## config.mk

```make
export PLATFORM = sky130hd
export DESIGN_NAME = dual_interval_timer
export DESIGN_NICKNAME = d
export VERILOG_FILES = /design/src/rtl/ditimer_pkg.sv /design/src/rtl/ditimer_ctrl.sv /design/src/rtl/ditimer_core.sv /design/src/rtl/dual_interval_timer.sv
export SDC_FILE = /design/constraint.sdc
export NUM_CORES = 1
export LEC_CHECK = 0
export BUFFER_PORTS_ARGS = -buffer_cell sky130_fd_sc_hd__buf_2
export CAP_MARGIN = 30
export CORE_UTILIZATION = 45
export CTS_CLUSTER_SIZE = 16
export DETAILED_ROUTE_END_ITERATION = 7
export GPL_TIMING_DRIVEN = 0
export SYNTH_ARGS = -nofsm -noshare
export SYNTH_HDL_FRONTEND = slang
export SYNTH_SLANG_ARGS = --single-unit
```

## constraint.sdc

```tcl
create_clock -name clk -period 2.7 [get_ports clk]
set_clock_uncertainty 0.2 [all_clocks]
set_input_delay 0.405 -clock clk [delete_from_list [all_inputs] [get_ports clk]]
set_output_delay 0.405 -clock clk [all_outputs]
set_load 0.02 [all_outputs]
```

## src/rtl/ditimer_pkg.sv

```systemverilog
package ditimer_pkg;
  typedef struct packed {
    logic wrCount;
    logic wrCtrl;
    logic wrLimit;
  } timerStrobe_t;

  typedef enum logic [1:0] {
    REG_COUNT = 2'd0,
    REG_CTRL  = 2'd1,
    REG_LIMIT = 2'd2
  } regSel_e;

  localparam int CTRL_IE_BIT = 0;
  localparam int CTRL_NH_BIT = 1;
  localparam int CTRL_W      = 2;
  localparam int SLOT_BYTES  = 16;
endpackage

```

## src/rtl/ditimer_ctrl.sv

```systemverilog
module ditimer_ctrl
  import ditimer_pkg::*;
#(
  parameter int NUM_TIMERS = 2,
  parameter int DATA_W     = 32,
  parameter int ADDR_W     = 5
) (
  input  logic [ADDR_W-1:0]                     busAddr,
  input  logic                                  busWrEn,
  input  logic [NUM_TIMERS-1:0][DATA_W-1:0]     cntVal,
  input  logic [NUM_TIMERS-1:0][DATA_W-1:0]     limVal,
  input  logic [NUM_TIMERS-1:0][CTRL_W-1:0]     ctlVal,
  output timerStrobe_t [NUM_TIMERS-1:0]         strobes,
  output logic [DATA_W-1:0]                     busRdData
);
  localparam int IDX_W = ADDR_W - 4;

  logic [IDX_W-1:0] timerIdx;
  regSel_e          regSel;
  logic             idxOk;
  logic             regHit;

  assign timerIdx = busAddr[ADDR_W-1:4];
  assign regSel   = regSel_e'(busAddr[3:2]);
  assign idxOk    = ({1'b0, timerIdx} < (IDX_W+1)'(NUM_TIMERS));
  assign regHit   = idxOk && (busAddr[1:0] == 2'b00) && (busAddr[3:2] != 2'b11);

  for (genvar t = 0; t < NUM_TIMERS; t++) begin : g_dec
    logic sel;
    assign sel = busWrEn && regHit && (timerIdx == IDX_W'(t));
    assign strobes[t].wrCount = sel && (regSel == REG_COUNT);
    assign strobes[t].wrCtrl  = sel && (regSel == REG_CTRL);
    assign strobes[t].wrLimit = sel && (regSel == REG_LIMIT);
  end

  always_comb begin
    busRdData = '0;
    if (regHit) begin
      case (regSel)
        REG_COUNT: busRdData = cntVal[timerIdx];
        REG_LIMIT: busRdData = limVal[timerIdx];
        REG_CTRL:  busRdData[CTRL_W-1:0] = ctlVal[timerIdx];
        default:   busRdData = '0;
      endcase
    end
  end
endmodule

```

## src/rtl/ditimer_core.sv

```systemverilog
module ditimer_core
  import ditimer_pkg::*;
#(
  parameter int NUM_TIMERS = 2,
  parameter int DATA_W     = 32
) (
  input  logic                                  clk,
  input  logic                                  rstN,
  input  logic                                  cpuHalted,
  input  logic [DATA_W-1:0]                     busWrData,
  input  timerStrobe_t [NUM_TIMERS-1:0]         strobes,
  output logic [NUM_TIMERS-1:0][DATA_W-1:0]     cntVal,
  output logic [NUM_TIMERS-1:0][DATA_W-1:0]     limVal,
  output logic [NUM_TIMERS-1:0][CTRL_W-1:0]     ctlVal,
  output logic [NUM_TIMERS-1:0]                 irq
);
  for (genvar t = 0; t < NUM_TIMERS; t++) begin : g_tmr
    logic [DATA_W-1:0] countQ;
    logic [DATA_W-1:0] limitQ;
    logic [CTRL_W-1:0] ctrlQ;
    logic              pendQ;
    logic              runEn;
    logic              atLimit;
    logic              matchEvt;

    assign runEn    = !(ctrlQ[CTRL_NH_BIT] && cpuHalted);
    assign atLimit  = (countQ == limitQ);
    assign matchEvt = runEn && atLimit && !strobes[t].wrCount;

    always_ff @(posedge clk) begin
      if (!rstN) begin
        countQ <= '0;
        limitQ <= '0;
        ctrlQ  <= '0;
        pendQ  <= 1'b0;
      end else begin
        if (strobes[t].wrCount)  countQ <= busWrData;
        else if (matchEvt)       countQ <= '0;
        else if (runEn)          countQ <= countQ + 1'b1;

        if (strobes[t].wrLimit)  limitQ <= busWrData;
        if (strobes[t].wrCtrl)   ctrlQ  <= busWrData[CTRL_W-1:0];

        if (strobes[t].wrCtrl)   pendQ  <= 1'b0;
        else if (matchEvt && ctrlQ[CTRL_IE_BIT]) pendQ <= 1'b1;
      end
    end

    assign cntVal[t] = countQ;
    assign limVal[t] = limitQ;
    assign ctlVal[t] = ctrlQ;
    assign irq[t]    = pendQ;
  end
endmodule

```

## src/rtl/dual_interval_timer.sv

```systemverilog
module dual_interval_timer
  import ditimer_pkg::*;
#(
  parameter int NUM_TIMERS = 2,
  parameter int DATA_W     = 32,
  parameter int ADDR_W     = 4 + $clog2(NUM_TIMERS)
) (
  input  logic                  clk,
  input  logic                  rstN,
  input  logic                  cpuHalted,
  input  logic [ADDR_W-1:0]     busAddr,
  input  logic                  busWrEn,
  input  logic [DATA_W-1:0]     busWrData,
  output logic [DATA_W-1:0]     busRdData,
  output logic [NUM_TIMERS-1:0] irq
);
  timerStrobe_t [NUM_TIMERS-1:0]     strobes;
  logic [NUM_TIMERS-1:0][DATA_W-1:0] cntVal;
  logic [NUM_TIMERS-1:0][DATA_W-1:0] limVal;
  logic [NUM_TIMERS-1:0][CTRL_W-1:0] ctlVal;

  ditimer_ctrl #(.NUM_TIMERS(NUM_TIMERS), .DATA_W(DATA_W), .ADDR_W(ADDR_W)) i_ctrl (
    .busAddr   (busAddr),
    .busWrEn   (busWrEn),
    .cntVal    (cntVal),
    .limVal    (limVal),
    .ctlVal    (ctlVal),
    .strobes   (strobes),
    .busRdData (busRdData)
  );

  ditimer_core #(.NUM_TIMERS(NUM_TIMERS), .DATA_W(DATA_W)) i_core (
    .clk       (clk),
    .rstN      (rstN),
    .cpuHalted (cpuHalted),
    .busWrData (busWrData),
    .strobes   (strobes),
    .cntVal    (cntVal),
    .limVal    (limVal),
    .ctlVal    (ctlVal),
    .irq       (irq)
  );
endmodule

```

# --- Word-level counts from Yosys, hierarchy flattened ---
# Cells that the tools add are included.
op_classes:
  n_reduce_logical: 26
  mux: 15
  order_cmp: 1
  n_eq_ne: 7
  bitwise_logic: 2
  addsub: 2
op_table:
  columns: ["operator", "count"]
  rows:
  - ["$mux W32", 11]
  - ["$add A32 B1 Y32 const B", 2]
  - ["$eq A32 B32 Y1", 2]
  - ["$pmux W30 S2", 1]
  - ["$logic_and A1 B1 Y1", 18]
  - ["$ne A3 B1 Y1 const B", 2]
  - ["$pmux W2 S3", 1]
  - ["$logic_not A1 Y1", 4]
  - ["$logic_not A2 Y1", 2]
  - ["$mux W2", 2]
  - ["$reduce_or A2 Y1", 2]
  - ["$eq A2 B1 Y1 const B", 1]
  - ["$eq A2 B2 Y1 const B", 1]
  - ["$lt A1 B2 Y1 const B", 1]
  - ["$ne A2 B2 Y1 const B", 1]
  - ["$not A1 Y1", 2]
word_totals:
  output_inout_bits: 34
  word_cells: 61
  inputBits: 41
  ff_bits: 134

# --- Depth between registers and ports, before layout ---
# Gate-level depths: netlist of run 1.
depth:
  depth_word: 9
  ltp_mapped: 8
  mapped_depth_nobuf: 7

# --- By module ---
# Synthesis of run 1 repeated with hierarchy kept, for this count alone.
hier_totals:
  cells_unflattened: 1023
  area_unflattened_um2: 8535.7
modules_own_cells:
  columns: ["module", "cells_per_inst", "seq_area_each_um2", "area_each_um2", "n_inst"]
  rows:
  - ["ditimer_core", 861, 2682.6, 7229.4, 1]
  - ["ditimer_ctrl", 162, 0.0, 1306.3, 1]

# --- Worst setup path before layout of run 1 ---
# OpenSTA, ideal clock, no wires.
synth_timing:
  path_type: "input to output"
  from: "input busAddr[3]"
  to: "output busRdData[18]"
  t_required_ns: 2.095
  n_path_buf: 2
  cell_stages: 4
  t_arrival_ns: 1.693
  slack_ns: 0.402
  cell_sequence: "buf_2 buf_1 mux4_2 nor2b_1"
synth_via:
  elab_chain_len: 3
  word_cells_on_any_way: 6
  cone_classes: "2 x eq/ne; 2 x mux; 2 x reduce/logical"
synth_rtl:
  columns: ["item", "line", "text"]
  rows:
  - ["from (decl)", "dual_interval_timer.sv:11", "input logic [ADDR_W-1:0] busAddr,"]
  - ["$eq A2 B2 Y1 (tied with other cells)", "ditimer_ctrl.sv:39", "case (regSel)"]
  - ["$pmux W30 S2 / $logic_and A1 B1 Y1 (equally long branches)", "ditimer_ctrl.sv:39, ditimer_ctrl.sv:26", null]
  - ["$mux W32 *", "ditimer_ctrl.sv:38", "if (regHit) begin"]
  - ["to (decl)", "dual_interval_timer.sv:14", "output logic [DATA_W-1:0] busRdData,"]
# Mark *: on every way between the ends. The rest lies on a longest branch, timed or not.

# --- Worst setup path in the final report of run 1 ---
layout_timing:
  from: "register i_core.g_tmr[0].countQ[2]"
  to: "register i_core.g_tmr[0].countQ[11]"
layout_via:
  elab_chain_len: 5
  word_cells_on_any_way: 8
  cone_classes: "1 x add/sub; 2 x eq/ne; 3 x mux; 2 x reduce/logical"
layout_rtl:
  columns: ["item", "line", "text"]
  rows:
  - ["from (decl)", "ditimer_core.sv:18", "logic [DATA_W-1:0] countQ;"]
  - ["from (signal assigned)", "ditimer_core.sv:37", "if (strobes[t].wrCount) countQ <= busWrData;"]
  - ["from (signal assigned)", "ditimer_core.sv:39", "else if (runEn) countQ <= countQ + 1'b1;"]
  - ["branches (longest 5 deep; another with $add A32 B1 Y32)", null, null]
# Several ways; the timed one is not identified. The select of a mux whose other input is x is not followed.
# A chain may end at the register's enable or synchronous reset.

==> results of run 1 <==
-- sequential cells by signal, summed over array words and instances (netlist names) --
signal,cells
i_core.g_tmr.countQ,64
i_core.g_tmr.ctrlQ,4
i_core.g_tmr.pendQ,2
i_core.g_tmr.limitQ,64
-- per-layer routing --
| metal | vias up | track usage, % | share of wire (%) |
|---|---|---|---|
| li1 | 3603 | - | - |
| met1 | 3684 | 46.6 | 42 |
| met2 | 445 | 51.5 | 44 |
| met3 | 77 | 8.86 | 10 |
| met4 | 0 | 16.6 | 3.8 |
| met5 | - | 0 | 0 |
-- power by group through the flow --
stage                     Combinational [uW]  Clock (uW)  Sequential [uW]
final                                    606        2720             2050
after global routing                     627        2810             2050
after CTS                                585        2720             2050
after detailed placement                 553           0             2090
after global placement                   555           0             2090
after floorplan                          310           0             2080
-- cells in the mapped netlist (3+ instances only) --
cell type  number  share of area, %
nor3_1          7              0.44
dfxtp_1       134                34
and4_1          8              0.89
nor2b_1        17               1.3
mux4_2         15               4.3
a22o_1          9               1.0
xor2_1         69               7.7
o211a_1         4              0.51
nand3_1        36               2.3
a31oi_1         5              0.40
and2_1         20               1.6
mux2i_1        38               4.8
and3_1         19               1.5
nor4_1         11              0.87
o22ai_1        24               1.9
inv_1           8              0.38
xnor2_1        54               6.0
nand2_1       216                10
buf_1           7              0.33
a21oi_1        77               4.9
or3_1           4              0.32
nand4_1        38               3.0
clkbuf_1       44               2.1
o21ai_1         4              0.25
buf_4           3              0.29
nor2_1         22               1.0
o21ai_0        39               2.5
buf_2          16               1.0
nor2_2          3              0.24
-- worst max path at each step --
stage / end / slack (ps) / depth (start not counted)
after global routing: i_core.g_tmr[0].countQ[11] / 10 / 7
after CTS: busRdData[29] / 6 / 7
after global placement: busRdData[29] / -400 / 7
after detailed placement: i_core.g_tmr[1].limitQ[17] / -390 / 8
final: i_core.g_tmr[0].countQ[11] / 80 / 7
after floorplan: busRdData[18] / 400 / 4
-- layout make-up --
cell class | instances | area [um2] | area share (%)
well taps | 225 | 282 | 3.02
flip-flops and latches | 134 | 2680 | 28.8
multi-input cells | 767 | 4910 | 52.7
repair buffers | 77 | 398 | 4.27
inverters | 8 | 30.0 | 0.322
clock inverters | 8 | 194 | 2.08
plain buffers | 71 | 339 | 3.64
clock buffers | 23 | 478 | 5.13
-- what timing repair did --
| item | in CTS | in global routing |
|---|---|---|
| gates resized for setup | 18 | 17 |
| endpoints found under the setup margin | 88 | 41 |
| setup buffers | 3 | 2 |
| pin swaps | 2 | 1 |
-- worst max-delay path, delay by kind of cell (launching register included) --
family                    cells  cell delay, ps
and+or+nand+nor               2             670
AOI/OAI and AO/OA             2             570
buffers and inverters         2             550
DFF                           1             290
xor gates and xnor gates      1             220
-- placed cells by master (no fill, tap or decap), types with 22 or more instances in the layout --
| cell | count |
|---|---|
| dfxtp_1 | 134 |
| clkbuf_1 | 39 |
| xor2_1 | 69 |
| o22ai_1 | 24 |
| a21oi_1 | 77 |
| nor2_1 | 22 |
| nand4_1 | 38 |
| mux2i_1 | 38 |
| o21ai_0 | 39 |
| buf_2 | 92 |
| xnor2_1 | 54 |
| nand3_1 | 36 |
| nand2_1 | 216 |
-- metrics by stage --
step	hold WS, ps	power, uW	std cells	worst slack, ps	cell area [um2]
floorplan	258	2390	982	402	7900
global placement	271	2650	1279	-400	8540
detailed placement	278	2650	1279	-393	8540
CTS	7.41	5360	1312	6.41	9290
global route	17.5	5490	1313	9.53	9310
finish	18.6	5380	1313	80.2	9310
-- cells by family (layout without fill, tap and decap cells) --
kind of cell | count (synthesis) | count (layout) | share of synthesized area, %
buffers and inverters | 81 | 187 | 4.45
AOI/OAI and AO/OA | 175 | 175 | 13.0
adders and majority gates | 2 | 2 | 0.317
DFF | 134 | 134 | 34.0
xor gates and xnor gates | 123 | 123 | 13.6
and+or+nand+nor | 414 | 414 | 25.6
muxes | 53 | 53 | 9.09
==> impl_metrics.tcl, run 1 <==
set metrics [dict create \
    synthDistinctLibCells 50 \
    core_area_mm2 0.0172 \
    drt-initial-drc-count 953 \
    ir_drop_mv 0.487 \
    grt_pass1_wl_um 45200 \
    synth_edf_count 0 \
    num-fill-cells 1652 \
    final_util_pct 54.0 \
    maxCapViolations 0 \
    required_ps 2800 \
    slew_viol_final 0 \
    status "completed" \
    wl_per_cell_um 23.3 \
    worst_slew_pin_slew_ps 866 \
    fp.dieH_um 134 \
    routabilityCongestion 0.961 \
    combPwrFrac_pct 11.3 \
    synth_cells 982 \
    nets 1119 \
    yosysWarnings 0 \
    worstPathArrival_ps 2720 \
    powerDensity_mw_per_mm2 578 \
    reg2regPathDepth 7 \
    hpwlAfterDp_um 21900 \
    setup_viol 0 \
    path_class "reg2reg" \
    grtUsageTotal_pct 34.6 \
    cts-root-buf "clkbuf_16" \
    slowest_delay_ps 430 \
    hold_depth 3 \
    pwr-share-seq_pct 38.1 \
    port_buffers 72 \
    setup.worst_path.start "i_core.g_tmr[0].countQ[2]" \
    diodes 0 \
    swShare_pct 25.8 \
    wirelength_um 30600 \
    io_pins 75 \
    clockPowerShare_pct 50.6 \
    ctsHtreeMaxLevel 4 \
    cpMaxStageDelayCell "nor4_4" \
    hp-class "in2reg" \
    final_hold_viol_count 0 \
    worstPathCellList "buf_2 > xor2_1 > nor4_4 > nand4_1 > o31ai_4 > clkbuf_2 > o21ai_0" \
    fin_crit_sh_pct 97.0 \
    cts_tree "yes" \
    synth_fp_nets 1025 \
    drive_above_1_share_pct 16.0 \
    max_freq_mhz 382 \
    rsz0062_at_grt "no" \
    die_area_mm2 0.0181 \
    rr_startpoint "i_core.g_tmr[0].countQ[2]" \
    initial_utilization_pct 45.8 \
    hold-path-endpoint "i_core.g_tmr[0].countQ[18]" \
    tns_ps 0 \
    grt_pass1_vias 7145 \
    cts_hold_buf 0 \
    row_count 48 \
    start_kind "flop" \
    cts_buffer_depth 2 \
    synth_ff_type "dfxtp_1" \
    r2r_end "i_core.g_tmr[0].countQ[11]" \
    ys_seq_area_share_pct 34.0 \
    syn_to_final_growth_pct 17.9 \
    slew_headroom_pct 42.3 \
    hold_start "busWrData[18]" \
    async_flop_share_pct 0 \
    cts_buffers 17 \
    ys_seq_elements 134 \
    antenna_found_initial 0 \
    syn_area_mm2 0.00790 \
    viasPerCell 5.95 \
    worstPathMaxFanout 10 \
    power.leakage_uw 0.00367 \
    clkTransAtPathRegs_ps 60 \
    first_pass_iters 7 \
    drc 0 \
    grt_max_degree 17 \
    power_switching_uw 1390 \
    avgSynthCellArea_um2 8.04 \
    min_period_ps 2620 \
    cts_num_sinks 134 \
    p_int_uw 3990 \
    r2r_setup_slack_ps 80 \
    globalRoute.totalOverflow 0 \
    ant_nets 0 \
    clk_latency_ps 440 \
    crit_path_end_kind "flop" \
    die_w_um 134 \
    via_count 7809 \
]
Power figures use the tool's default switching activity.
==> run 2: changes to the inputs <==
--- a/config.mk
+++ b/config.mk
@@ -11,6 +11,7 @@
 export CTS_CLUSTER_SIZE = 16
 export DETAILED_ROUTE_END_ITERATION = 7
 export GPL_TIMING_DRIVEN = 0
+export PLACE_DENSITY = 0.7
 export SYNTH_ARGS = -nofsm -noshare
 export SYNTH_HDL_FRONTEND = slang
 export SYNTH_SLANG_ARGS = --single-unit
==> run 2 against run 1 <==
Register-to-register slack better by 40 ps; largest power group unchanged; critical endpoint is now busRdData[15]; sequential power barely moved; sequential share of layout area grew 0.13 points.
==> impl_metrics.tcl, run 2 (same netlist as run 1, synthesis figures left out) <==
set metrics [dict create \
    status "completed" \
    cts_tree "yes" \
    drc 0 \
    power.leakage_uw 0.00363 \
    final_cell_mix "nand2_1, dfxtp_1, buf_2, a21oi_1, xor2_1" \
    combPwrFrac_pct 11.9 \
    top_regs "i_core.g_tmr.countQ (64), i_core.g_tmr.limitQ (64), i_core.g_tmr.ctrlQ (4)" \
    clkTransAtPathRegs_ps 60 \
    diodes 0 \
    via_count 8062 \
    start_kind "primary input" \
    cts_buffer_depth 2 \
    max_freq_mhz 378 \
    swShare_pct 27.4 \
    path_class "in2out" \
    globalRoute.totalOverflow 0 \
    total_power_uw 5090 \
    grt_pass1_wl_um 44100 \
    wl_per_cell_um 22.5 \
    syn_to_final_growth_pct 17.4 \
    cts_hold_buf 0 \
    ctsHtreeMaxLevel 4 \
    design_area_mm2 0.00927 \
    power_switching_uw 1400 \
    viasPerCell 6.13 \
    ant_nets 0 \
    drt-initial-drc-count 1158 \
    maxCapViolations 0 \
    final_hold_viol_count 0 \
    port_buffers 72 \
    slew_headroom_pct 46.9 \
    grt_max_degree 17 \
    crit_path_end_kind "primary output" \
    layout_commonest_cell "nand2_1" \
    nets 1121 \
    hp-class "in2reg" \
    wirelength_um 29600 \
    routabilityCongestion 1.05 \
    drive_above_1_share_pct 16.2 \
    cts-root-buf "clkbuf_16" \
    ir_drop_mv 0.475 \
    grtUsageTotal_pct 33.1 \
    final_util_pct 53.8 \
    die_w_um 134 \
    slew_viol_final 0 \
    place_area_mm2 0.00854 \
    p_int_uw 3700 \
    clockPowerShare_pct 47.9 \
    fp.dieH_um 134 \
    required_ps 2100 \
    row_count 48 \
    clk_latency_ps 430 \
    initial_utilization_pct 45.8 \
    antenna_found_initial 0 \
    num-fill-cells 1643 \
    core_area_mm2 0.0172 \
    cts_num_sinks 134 \
    r2r_setup_slack_ps 120 \
    pwr-share-seq_pct 40.2 \
    io_pins 75 \
    fin_hold_ws_ps 17.6 \
    grt_pass1_vias 7326 \
    worst_slew_pin_slew_ps 797 \
    fin_crit_sh_pct 98.0 \
    min_period_ps 2650 \
    rsz0062_at_grt "no" \
    first_pass_iters 6 \
    worstPathArrival_ps 2040 \
    cts_buffers 17 \
    worstPathMaxFanout 10 \
    setup_viol 0 \
    powerDensity_mw_per_mm2 549 \
    hpwlAfterDp_um 21300 \
    die_area_mm2 0.0181 \
]
[run 2: cell count changes in the layout (fill, tap and decap cells not counted)]
cell             before  now
clkinvlp_4            0    4
bufinv_16             6    3
clkdlybuf4s15_2       1    4
buf_2                92   90
buf_4                10   12
clkbuf_1             39   37
clkbuf_2              5    3
clkinv_4              1    3
clkbuf_4              0    1
clkbuf_8              3    2
nor3_1                4    5
nor3_2                5    4
nor4_2                1    2
nor4_4                4    3
[run 2: timing repair]
action                                  in CTS  in global routing
gates resized for setup                     17                 12
endpoints found under the setup margin      62                 51
buffers inserted                             2                  5
pin swaps                                    1                  2
[run 2: area by class of cell]
type | count | area, um2 | area share, %
Timing Repair Buffer | 79 | 413 | 4.45
Multi-Input combinational cell | 767 | 4900 | 52.8
Clock inverter | 11 | 151 | 1.63
Sequential cell | 134 | 2680 | 28.9
Clock buffer | 20 | 457 | 4.93
Buffer | 71 | 360 | 3.89
Tap cell | 225 | 282 | 3.04
Inverter | 8 | 30.0 | 0.324
[run 2: final timing paths]
| check | depth (start not counted) | from | endpoint |
|---|---|---|---|
| hold reg to reg | 2 | i_core.g_tmr[1].limitQ[13] | i_core.g_tmr[1].limitQ[13] |
| setup reg to reg | 7 | i_core.g_tmr[0].countQ[0] | i_core.g_tmr[0].countQ[24] |
| setup / recovery | 7 | busAddr[4] | busRdData[15] |
| hold / removal | 3 | busWrData[17] | i_core.g_tmr[1].countQ[17] |
[run 2: metrics by stage]
stage                     setup TNS (ps)  worst slack, ps  cells
after floorplan                        0              402    982
after global placement            -17710             -503   1279
after detailed placement          -20780             -478   1279
after CTS                              0             1.61   1311
after global routing                   0             11.5   1315
final                                  0             54.4   1315
[run 2: routing by layer]
layer	routed length, um	up-vias	global-route usage (%)
met4	1400	0	17.2
li1	-	3609	-
met2	12700	527	49.3
met1	12300	3830	45.0
met3	3220	96	6.98
met5	0	-	0
[run 2: power by group through the flow]
stage | Sequential, uW | Clock, uW | Combinational [uW]
after floorplan | 2080 | 0 | 310
after global placement | 2090 | 0 | 538
after detailed placement | 2090 | 0 | 540
after CTS | 2050 | 2440 | 568
after global routing | 2050 | 2510 | 633
final | 2050 | 2440 | 606
[run 2: critical path, stage by stage]
cell	delay (ps)
buf_2	130
buf_2	260
clkdlybuf4s15_2	520
mux2i_1	260
o22ai_1	90
and2_1	190
buf_2	160
